$ cat config.mk
export PLATFORM = sky130hd
export DESIGN_NAME = dstc_strobe_monitor
export DESIGN_NICKNAME = d
export VERILOG_FILES = /design/src/rtl/dstc_pkg.sv /design/src/rtl/dstc_edge.sv /design/src/rtl/dstc_interval.sv /design/src/rtl/dstc_cycle_class.sv /design/src/rtl/dstc_viol_latch.sv /design/src/rtl/dstc_strobe_monitor.sv
export SDC_FILE = /design/constraint.sdc
export NUM_CORES = 1
export LEC_CHECK = 0
export ABC_AREA = 1
export BUFFER_PORTS_ARGS = -buffer_cell sky130_fd_sc_hd__buf_2
export CAP_MARGIN = 40
export CORE_MARGIN = 3
export CORE_UTILIZATION = 53
export CTS_BUF_LIST = sky130_fd_sc_hd__clkbuf_16
export CTS_CLUSTER_DIAMETER = 60
export CTS_CLUSTER_SIZE = 12
export DETAILED_ROUTE_END_ITERATION = 10
export HOLD_SLACK_MARGIN = 0.03
export PLACE_DENSITY = 0.76
export REMOVE_ABC_BUFFERS = 1
export SYNTH_ARGS = -nofsm -noshare
export SYNTH_HDL_FRONTEND = slang
export SYNTH_SLANG_ARGS = --single-unit
$ cat constraint.sdc
create_clock -name clk -period 2 [get_ports clk]
set_clock_uncertainty 0.05 [all_clocks]
set_input_delay 0.3 -clock clk [delete_from_list [all_inputs] [get_ports clk]]
set_output_delay 0.3 -clock clk [all_outputs]
set_load 0.1 [all_outputs]
$ cat src/rtl/dstc_pkg.sv
package dstc_pkg;

    localparam int NUM_VIOL  = 9;
    localparam int CODE_W    = 4;

    // sampled line indices
    localparam int LN_RAS    = 0;
    localparam int LN_CAS    = 1;
    localparam int LN_WE     = 2;
    localparam int NUM_LINES = 3;

    // interval timer indices
    localparam int TM_RAS_FALL = 0;
    localparam int TM_RAS_RISE = 1;
    localparam int TM_CAS_FALL = 2;
    localparam int TM_CAS_RISE = 3;
    localparam int TM_WE_FALL  = 4;
    localparam int NUM_TIMERS  = 5;

    typedef enum logic [CODE_W-1:0] {
        VC_NONE          = 4'd0,
        VC_ROW_HIGH_SHORT = 4'd1,
        VC_ROW_LOW_SHORT  = 4'd2,
        VC_ROW_LOW_LONG   = 4'd3,
        VC_PERIOD_SHORT   = 4'd4,
        VC_COL_PULSE      = 4'd5,
        VC_COL_TO_ROW_GAP = 4'd6,
        VC_ROW_HOLD       = 4'd7,
        VC_COL_HOLD       = 4'd8,
        VC_WRITE_PULSE    = 4'd9
    } viol_code_e;

    typedef enum logic [1:0] {
        CYC_ROW_ONLY = 2'd0,
        CYC_CBR      = 2'd1,
        CYC_READ     = 2'd2,
        CYC_WRITE    = 2'd3
    } cyc_kind_e;

    typedef struct packed {
        logic      active;
        cyc_kind_e kind;
    } cyc_state_t;

    function automatic int unsigned max2(input int unsigned a, input int unsigned b);
        return (a > b) ? a : b;
    endfunction

    // lowest set hit gives its code (bit i -> code i+1); zero if none
    function automatic logic [CODE_W-1:0] lowest_code(input logic [NUM_VIOL-1:0] hits);
        logic [CODE_W-1:0] c;
        c = '0;
        for (int i = NUM_VIOL - 1; i >= 0; i--) begin
            if (hits[i]) c = CODE_W'(i + 1);
        end
        return c;
    endfunction

endpackage

$ cat src/rtl/dstc_edge.sv
module dstc_edge #(
    parameter int N = 3
) (
    input  logic         clk,
    input  logic         rst,
    input  logic [N-1:0] line_n,
    output logic [N-1:0] fall,
    output logic [N-1:0] rise,
    output logic [N-1:0] low
);
    logic [N-1:0] s0;
    logic [N-1:0] s1;

    always_ff @(posedge clk) begin
        if (rst) begin
            s0 <= '1;
            s1 <= '1;
        end else begin
            s0 <= line_n;
            s1 <= s0;
        end
    end

    assign low  = ~s0;
    assign fall = s1 & ~s0;
    assign rise = ~s1 & s0;
endmodule

$ cat src/rtl/dstc_interval.sv
module dstc_interval #(
    parameter int W = 8
) (
    input  logic         clk,
    input  logic         rst,
    input  logic         start,
    output logic [W-1:0] elapsed
);
    // saturates at all-ones, which also means "no start seen yet"
    always_ff @(posedge clk) begin
        if (rst)                 elapsed <= '1;
        else if (start)          elapsed <= W'(1);
        else if (elapsed != '1)  elapsed <= elapsed + W'(1);
    end
endmodule

$ cat src/rtl/dstc_cycle_class.sv
module dstc_cycle_class
    import dstc_pkg::*;
#(
    parameter int CNT_W = 16
) (
    input  logic             clk,
    input  logic             rst,
    input  logic             ras_fall,
    input  logic             ras_rise,
    input  logic             cas_fall,
    input  logic             cas_low,
    input  logic             we_low,
    output logic             is_access,
    output logic [CNT_W-1:0] n_read,
    output logic [CNT_W-1:0] n_write,
    output logic [CNT_W-1:0] n_ror,
    output logic [CNT_W-1:0] n_cbr
);
    cyc_state_t st;

    always_ff @(posedge clk) begin
        if (rst) begin
            st.active <= 1'b0;
            st.kind   <= CYC_ROW_ONLY;
            n_read    <= '0;
            n_write   <= '0;
            n_ror     <= '0;
            n_cbr     <= '0;
        end else if (ras_fall) begin
            st.active <= 1'b1;
            st.kind   <= cas_low ? CYC_CBR : CYC_ROW_ONLY;
        end else if (ras_rise) begin
            st.active <= 1'b0;
            if (st.active) begin
                case (st.kind)
                    CYC_READ:  n_read  <= n_read  + CNT_W'(1);
                    CYC_WRITE: n_write <= n_write + CNT_W'(1);
                    CYC_CBR:   n_cbr   <= n_cbr   + CNT_W'(1);
                    default:   n_ror   <= n_ror   + CNT_W'(1);
                endcase
            end
        end else if (st.active && st.kind == CYC_ROW_ONLY && cas_fall) begin
            st.kind <= we_low ? CYC_WRITE : CYC_READ;
        end
    end

    assign is_access = st.active && (st.kind == CYC_READ || st.kind == CYC_WRITE);
endmodule

$ cat src/rtl/dstc_viol_latch.sv
module dstc_viol_latch
    import dstc_pkg::*;
(
    input  logic                clk,
    input  logic                rst,
    input  logic [NUM_VIOL-1:0] hits,
    output logic [NUM_VIOL-1:0] flags,
    output logic [CODE_W-1:0]   code
);
    always_ff @(posedge clk) begin
        if (rst) begin
            flags <= '0;
            code  <= '0;
        end else begin
            flags <= flags | hits;
            if (code == '0) code <= lowest_code(hits);
        end
    end
endmodule

$ cat src/rtl/dstc_strobe_monitor.sv
module dstc_strobe_monitor
    import dstc_pkg::*;
#(
    parameter int CNT_W     = 16,
    parameter int T_RP_MIN  = 15,
    parameter int T_RAS_MIN = 25,
    parameter int T_RAS_MAX = 5000,
    parameter int T_RC_MIN  = 42,
    parameter int T_CAS_MIN = 4,
    parameter int T_CRP_MIN = 3,
    parameter int T_RSH_MIN = 7,
    parameter int T_CSH_MIN = 20,
    parameter int T_WP_MIN  = 5
) (
    input  logic                clk,
    input  logic                rst,
    input  logic                ras_n,
    input  logic                ucas_n,
    input  logic                lcas_n,
    input  logic                we_n,
    output logic [NUM_VIOL-1:0] viol_flags,
    output logic [CODE_W-1:0]   viol_code,
    output logic [CNT_W-1:0]    cnt_read,
    output logic [CNT_W-1:0]    cnt_write,
    output logic [CNT_W-1:0]    cnt_ror,
    output logic [CNT_W-1:0]    cnt_cbr
);
    localparam int unsigned TOP_LIM = max2(max2(max2(T_RAS_MAX, T_RC_MIN), max2(T_CSH_MIN, T_RP_MIN)),
                                           max2(max2(T_RAS_MIN, T_CAS_MIN), max2(max2(T_CRP_MIN, T_RSH_MIN), T_WP_MIN)));
    localparam int TW = $clog2(TOP_LIM + 2);

    localparam logic [TW-1:0] LIM_RP     = TW'(T_RP_MIN);
    localparam logic [TW-1:0] LIM_RASMIN = TW'(T_RAS_MIN);
    localparam logic [TW-1:0] LIM_RASMAX = TW'(T_RAS_MAX);
    localparam logic [TW-1:0] LIM_RC     = TW'(T_RC_MIN);
    localparam logic [TW-1:0] LIM_CAS    = TW'(T_CAS_MIN);
    localparam logic [TW-1:0] LIM_CRP    = TW'(T_CRP_MIN);
    localparam logic [TW-1:0] LIM_RSH    = TW'(T_RSH_MIN);
    localparam logic [TW-1:0] LIM_CSH    = TW'(T_CSH_MIN);
    localparam logic [TW-1:0] LIM_WP     = TW'(T_WP_MIN);

    // ---- sampling and edge detection ----
    logic [NUM_LINES-1:0] line_n, l_fall, l_rise, l_low;

    assign line_n[LN_RAS] = ras_n;
    assign line_n[LN_CAS] = ucas_n & lcas_n;   // either lane low = column strobe low
    assign line_n[LN_WE]  = we_n;

    dstc_edge #(.N(NUM_LINES)) u_edge (
        .clk    (clk),
        .rst    (rst),
        .line_n (line_n),
        .fall   (l_fall),
        .rise   (l_rise),
        .low    (l_low)
    );

    logic ras_fall, ras_rise, ras_low;
    logic cas_fall, cas_rise, cas_low;
    logic we_fall, we_rise, we_low;

    assign ras_fall = l_fall[LN_RAS];
    assign ras_rise = l_rise[LN_RAS];
    assign ras_low  = l_low[LN_RAS];
    assign cas_fall = l_fall[LN_CAS];
    assign cas_rise = l_rise[LN_CAS];
    assign cas_low  = l_low[LN_CAS];
    assign we_fall  = l_fall[LN_WE];
    assign we_rise  = l_rise[LN_WE];
    assign we_low   = l_low[LN_WE];

    // ---- interval timers, one per reference edge ----
    logic [NUM_TIMERS-1:0] tm_start;
    logic [TW-1:0]         elapsed [NUM_TIMERS];

    assign tm_start[TM_RAS_FALL] = ras_fall;
    assign tm_start[TM_RAS_RISE] = ras_rise;
    assign tm_start[TM_CAS_FALL] = cas_fall;
    assign tm_start[TM_CAS_RISE] = cas_rise;
    assign tm_start[TM_WE_FALL]  = we_fall;

    generate
        for (genvar g = 0; g < NUM_TIMERS; g++) begin : g_tm
            dstc_interval #(.W(TW)) u_tm (
                .clk     (clk),
                .rst     (rst),
                .start   (tm_start[g]),
                .elapsed (elapsed[g])
            );
        end
    endgenerate

    // time from row fall to the latest column rise inside the row cycle
    logic [TW-1:0] cas_hold_q;
    logic [TW-1:0] cas_hold_now;

    always_ff @(posedge clk) begin
        if (rst)                      cas_hold_q <= '1;
        else if (cas_rise && ras_low) cas_hold_q <= elapsed[TM_RAS_FALL];
    end

    assign cas_hold_now = (cas_low || cas_rise) ? elapsed[TM_RAS_FALL] : cas_hold_q;

    // ---- cycle classification ----
    logic is_access;

    dstc_cycle_class #(.CNT_W(CNT_W)) u_class (
        .clk       (clk),
        .rst       (rst),
        .ras_fall  (ras_fall),
        .ras_rise  (ras_rise),
        .cas_fall  (cas_fall),
        .cas_low   (cas_low),
        .we_low    (we_low),
        .is_access (is_access),
        .n_read    (cnt_read),
        .n_write   (cnt_write),
        .n_ror     (cnt_ror),
        .n_cbr     (cnt_cbr)
    );

    // ---- limit checks ----
    logic [NUM_VIOL-1:0] hits;

    always_comb begin
        hits = '0;
        hits[int'(VC_ROW_HIGH_SHORT)-1] = ras_fall && (elapsed[TM_RAS_RISE] < LIM_RP);
        hits[int'(VC_ROW_LOW_SHORT)-1]  = ras_rise && (elapsed[TM_RAS_FALL] < LIM_RASMIN);
        hits[int'(VC_ROW_LOW_LONG)-1]   = ras_low && !ras_fall && (elapsed[TM_RAS_FALL] >= LIM_RASMAX);
        hits[int'(VC_PERIOD_SHORT)-1]   = ras_fall && (elapsed[TM_RAS_FALL] < LIM_RC);
        hits[int'(VC_COL_PULSE)-1]      = cas_rise && (elapsed[TM_CAS_FALL] < LIM_CAS);
        hits[int'(VC_COL_TO_ROW_GAP)-1] = ras_fall && !cas_low && (elapsed[TM_CAS_RISE] < LIM_CRP);
        hits[int'(VC_ROW_HOLD)-1]       = ras_rise && is_access && (elapsed[TM_CAS_FALL] < LIM_RSH);
        hits[int'(VC_COL_HOLD)-1]       = ras_rise && is_access && (cas_hold_now < LIM_CSH);
        hits[int'(VC_WRITE_PULSE)-1]    = we_rise && (elapsed[TM_WE_FALL] < LIM_WP);
    end

    dstc_viol_latch u_latch (
        .clk   (clk),
        .rst   (rst),
        .hits  (hits),
        .flags (viol_flags),
        .code  (viol_code)
    );
endmodule

==> out/metrics.cfg <==
[cts]
cts-root-buf=clkbuf_16
cts_sinks=162
cts_made_buffers=17
clk_pin_slew_worst_paths_ns=0.06
htreeDepth=4
cts_buffer_depth=2
cts_tree=built
insertion_delay_ns=0.44

[sta]
fmax_ghz=0.482
grt_setup_unrepaired=true
finalCritPeriodShare=1.04
final.setup.tns_ns=-0.336
setup_viol=8
finalHoldViolCount=0
tightest_slew_ns=0.509
slew_headroom=0.663
finalHoldWorstSlack_ns=0.0369
fin_crit_ns=2.08
final.setup.worst_slack_ns=-0.0764
drv_slew=0

[power_and_ir_drop]
p_clk_frac=0.405
vdd_drop_max_v=0.000730
swShare=0.274
pwr-share-seq=0.438
p_comb_frac=0.157
power_mw=8.30
leakage_nw=4.81
switching_power_mw=2.27
intPower_mw=6.02
powerDensity_mw_per_mm2=823

[grt]
track_usage=0.233
grt_pass1_wl_um=30500
antenna_found_initial=0
grt_start_max_net_pins=41
grt_pass1_vias=6885
grt_overflow=0

[synth]
synth_xor_area_frac=0.00234
yosys.area_share.simple=0.305
synth_cell_types=42
synthMuxAreaShare=0
synth_edf_count=0
async_flop_share=0
netlist_area_mm2=0.00747
synthAdderAreaFrac=0.0218
yosys_warnings=0
avgSynthCellArea_um2=7.11
synthFlopType=dfxtp_1
postSynthCellCount=1051
synth_compound_area_frac=0.148
synth_top_family_by_area=simple AND/OR/NAND/NOR gates
synth_seq_cells=162
seq_area_frac_synth=0.434

[placed_design]
dp_hpwl_um=12200
port_buffers=82
placed_area_mm2=0.00857
pre_cts_ws_ns=-0.117
gp_congestion=0.856
placed_cells=1358

[critical_path]
crit_path_start_kind=register
r2r_slack_ns=-0.08
worstPathMaxFanout=5
crit_path_end_kind=register
required_ns=2.29
worst-setup-path-type=register to register
worstPathArrival_ns=2.37

[outcome]
outcome=complete, but fails checks
violations=negative setup slack

[die]
ios=83
fp.dieW_um=125
die_h_um=125
die_area_mm2=0.0156
core_area_mm2=0.0135
num_rows=42
initial_utilization=0.553

[layout]
drive_gt1_frac=0.277
fillers=945
fin_util=0.746
final_cell_mix=182 x nand2_1, 155 x dfxtp_1, 140 x inv_1
final_area_mm2=0.0101
syn2layout_area_growth_pct=34.9
num_antenna_cells=0
nets=1268
final_common_cell=nand2_1
final_cell_count_no_fill=1438

[detailed_routing]
antenna_left=0
first_pass_iters=5
wl_per_cell_um=13.8
vias=7809
avgViaCountPerCell=5.43
drc=0
wl_um=19900
first_iter_violations=626

[job]
maxCapViolCount=0

[worst_hold_path]
hp-class=primary input to register

[cells by family after synthesis]
family                     Yosys count
buffers and inverters              175
DFF                                162
and+or+nand+nor                    500
xor gates and xnor gates             2
AOI/OAI and AO/OA                  199
adders and majority gates           13
[cells in the mapped netlist (2+ instances only)]
master,number,area (um2)
nand2_2,5,31.3
and3_1,3,18.8
inv_1,150,563
nand3_1,60,300
o211ai_1,12,90.1
ha_1,13,163
nor3_1,35,175
o21ai_0,99,495
a31oi_1,10,62.6
or2_2,6,37.5
nand4_1,27,169
buf_1,3,11.3
dfxtp_1,162,3240
o31ai_1,12,90.1
nor4_1,9,56.3
clkbuf_1,15,56.3
a21o_1,2,15.0
nor2_2,5,31.3
nand3_2,5,50.1
nand2_1,192,721
nor3b_1,4,30.0
nor3_2,4,40.0
nor4_2,2,25.0
o21a_1,3,22.5
xor2_1,2,17.5
a211oi_1,3,22.5
nor2_4,3,33.8
inv_2,3,11.3
a21oi_1,54,270
nor2_1,135,507
clkinv_1,2,7.51
[sequential cells by signal (all words and copies together), names as in the netlist]
| register | count |
|---|---|
| u_class.n_write | 16 |
| u_latch.code | 4 |
| cas_hold_q | 11 |
| u_edge.s0 | 3 |
| u_edge.s1 | 3 |
| g_tm.u_tm.elapsed | 65 |
| u_class.n_ror | 16 |
| u_class.n_read | 16 |
| u_latch.flags | 9 |
| u_class.st | 3 |
| u_class.n_cbr | 16 |
[critical path: stages, from the launching register on]
cell,delay (ns)
dfxtp_2,0.32
inv_2,0.07
ha_4,0.14
nand2_4,0.07
nor2_4,0.15
nand2_4,0.10
inv_4,0.08
nand2_4,0.05
nor2_4,0.11
nand2_4,0.09
nor3_4,0.21
and3_4,0.23
nand4_1,0.10
o21ai_1,0.15
nor2_1,0.04
[cell type report]
cell class	instances	area, um2	share of cell area
timing repair buffer	199	1340	0.133
multi-input combinational	714	4080	0.405
clock buffer	17	425	0.0422
tap	176	220	0.0218
sequential	162	3250	0.323
clock inverter	15	173	0.0171
inverter	155	593	0.0588
[worst paths after layout]
check | cells past startpoint | startpoint | endpoint
worst max-delay path | 14 | u_edge.s1[0]$_SDFF_PP1_ | u_class.n_read[15]$_SDFFE_PP0P_
worst min-delay path | 3 | ucas_n | u_edge.s0[1]$_SDFF_PP1_
worst max register to register | 14 | u_edge.s1[0]$_SDFF_PP1_ | u_class.n_read[15]$_SDFFE_PP0P_
worst min register to register | 2 | u_latch.flags[6]$_SDFF_PP0_ | u_latch.flags[6]$_SDFF_PP0_
[power by group through the flow]
stage                     registers [mW]  logic (mW)  clock network (mW)
after detailed placement            3.67        1.11                   0
after CTS                           3.60        1.13                3.37
after floorplan                     3.66       0.730                   0
final                               3.64        1.30                3.36
after global placement              3.67        1.09                   0
after global routing                3.66        1.47                3.53
[metal layers]
layer | track usage | routed length, um
met2 | 0.386 | 9640
met1 | 0.295 | 8600
met5 | 0 | 0
met4 | 0.0748 | 571
met3 | 0.0635 | 1090
[timing repair]
item / in CTS / in global routing
hold endpoints to repair: 2 / 1
resized for setup: 27 / 121
setup endpoints to repair: 14 / 58
pin swaps: 17 / 52
setup buffers: 26 / 20
cloned: 0 / 0
hold buffers: 2 / 1
Note: power is estimated with default switching activity, not from simulation.
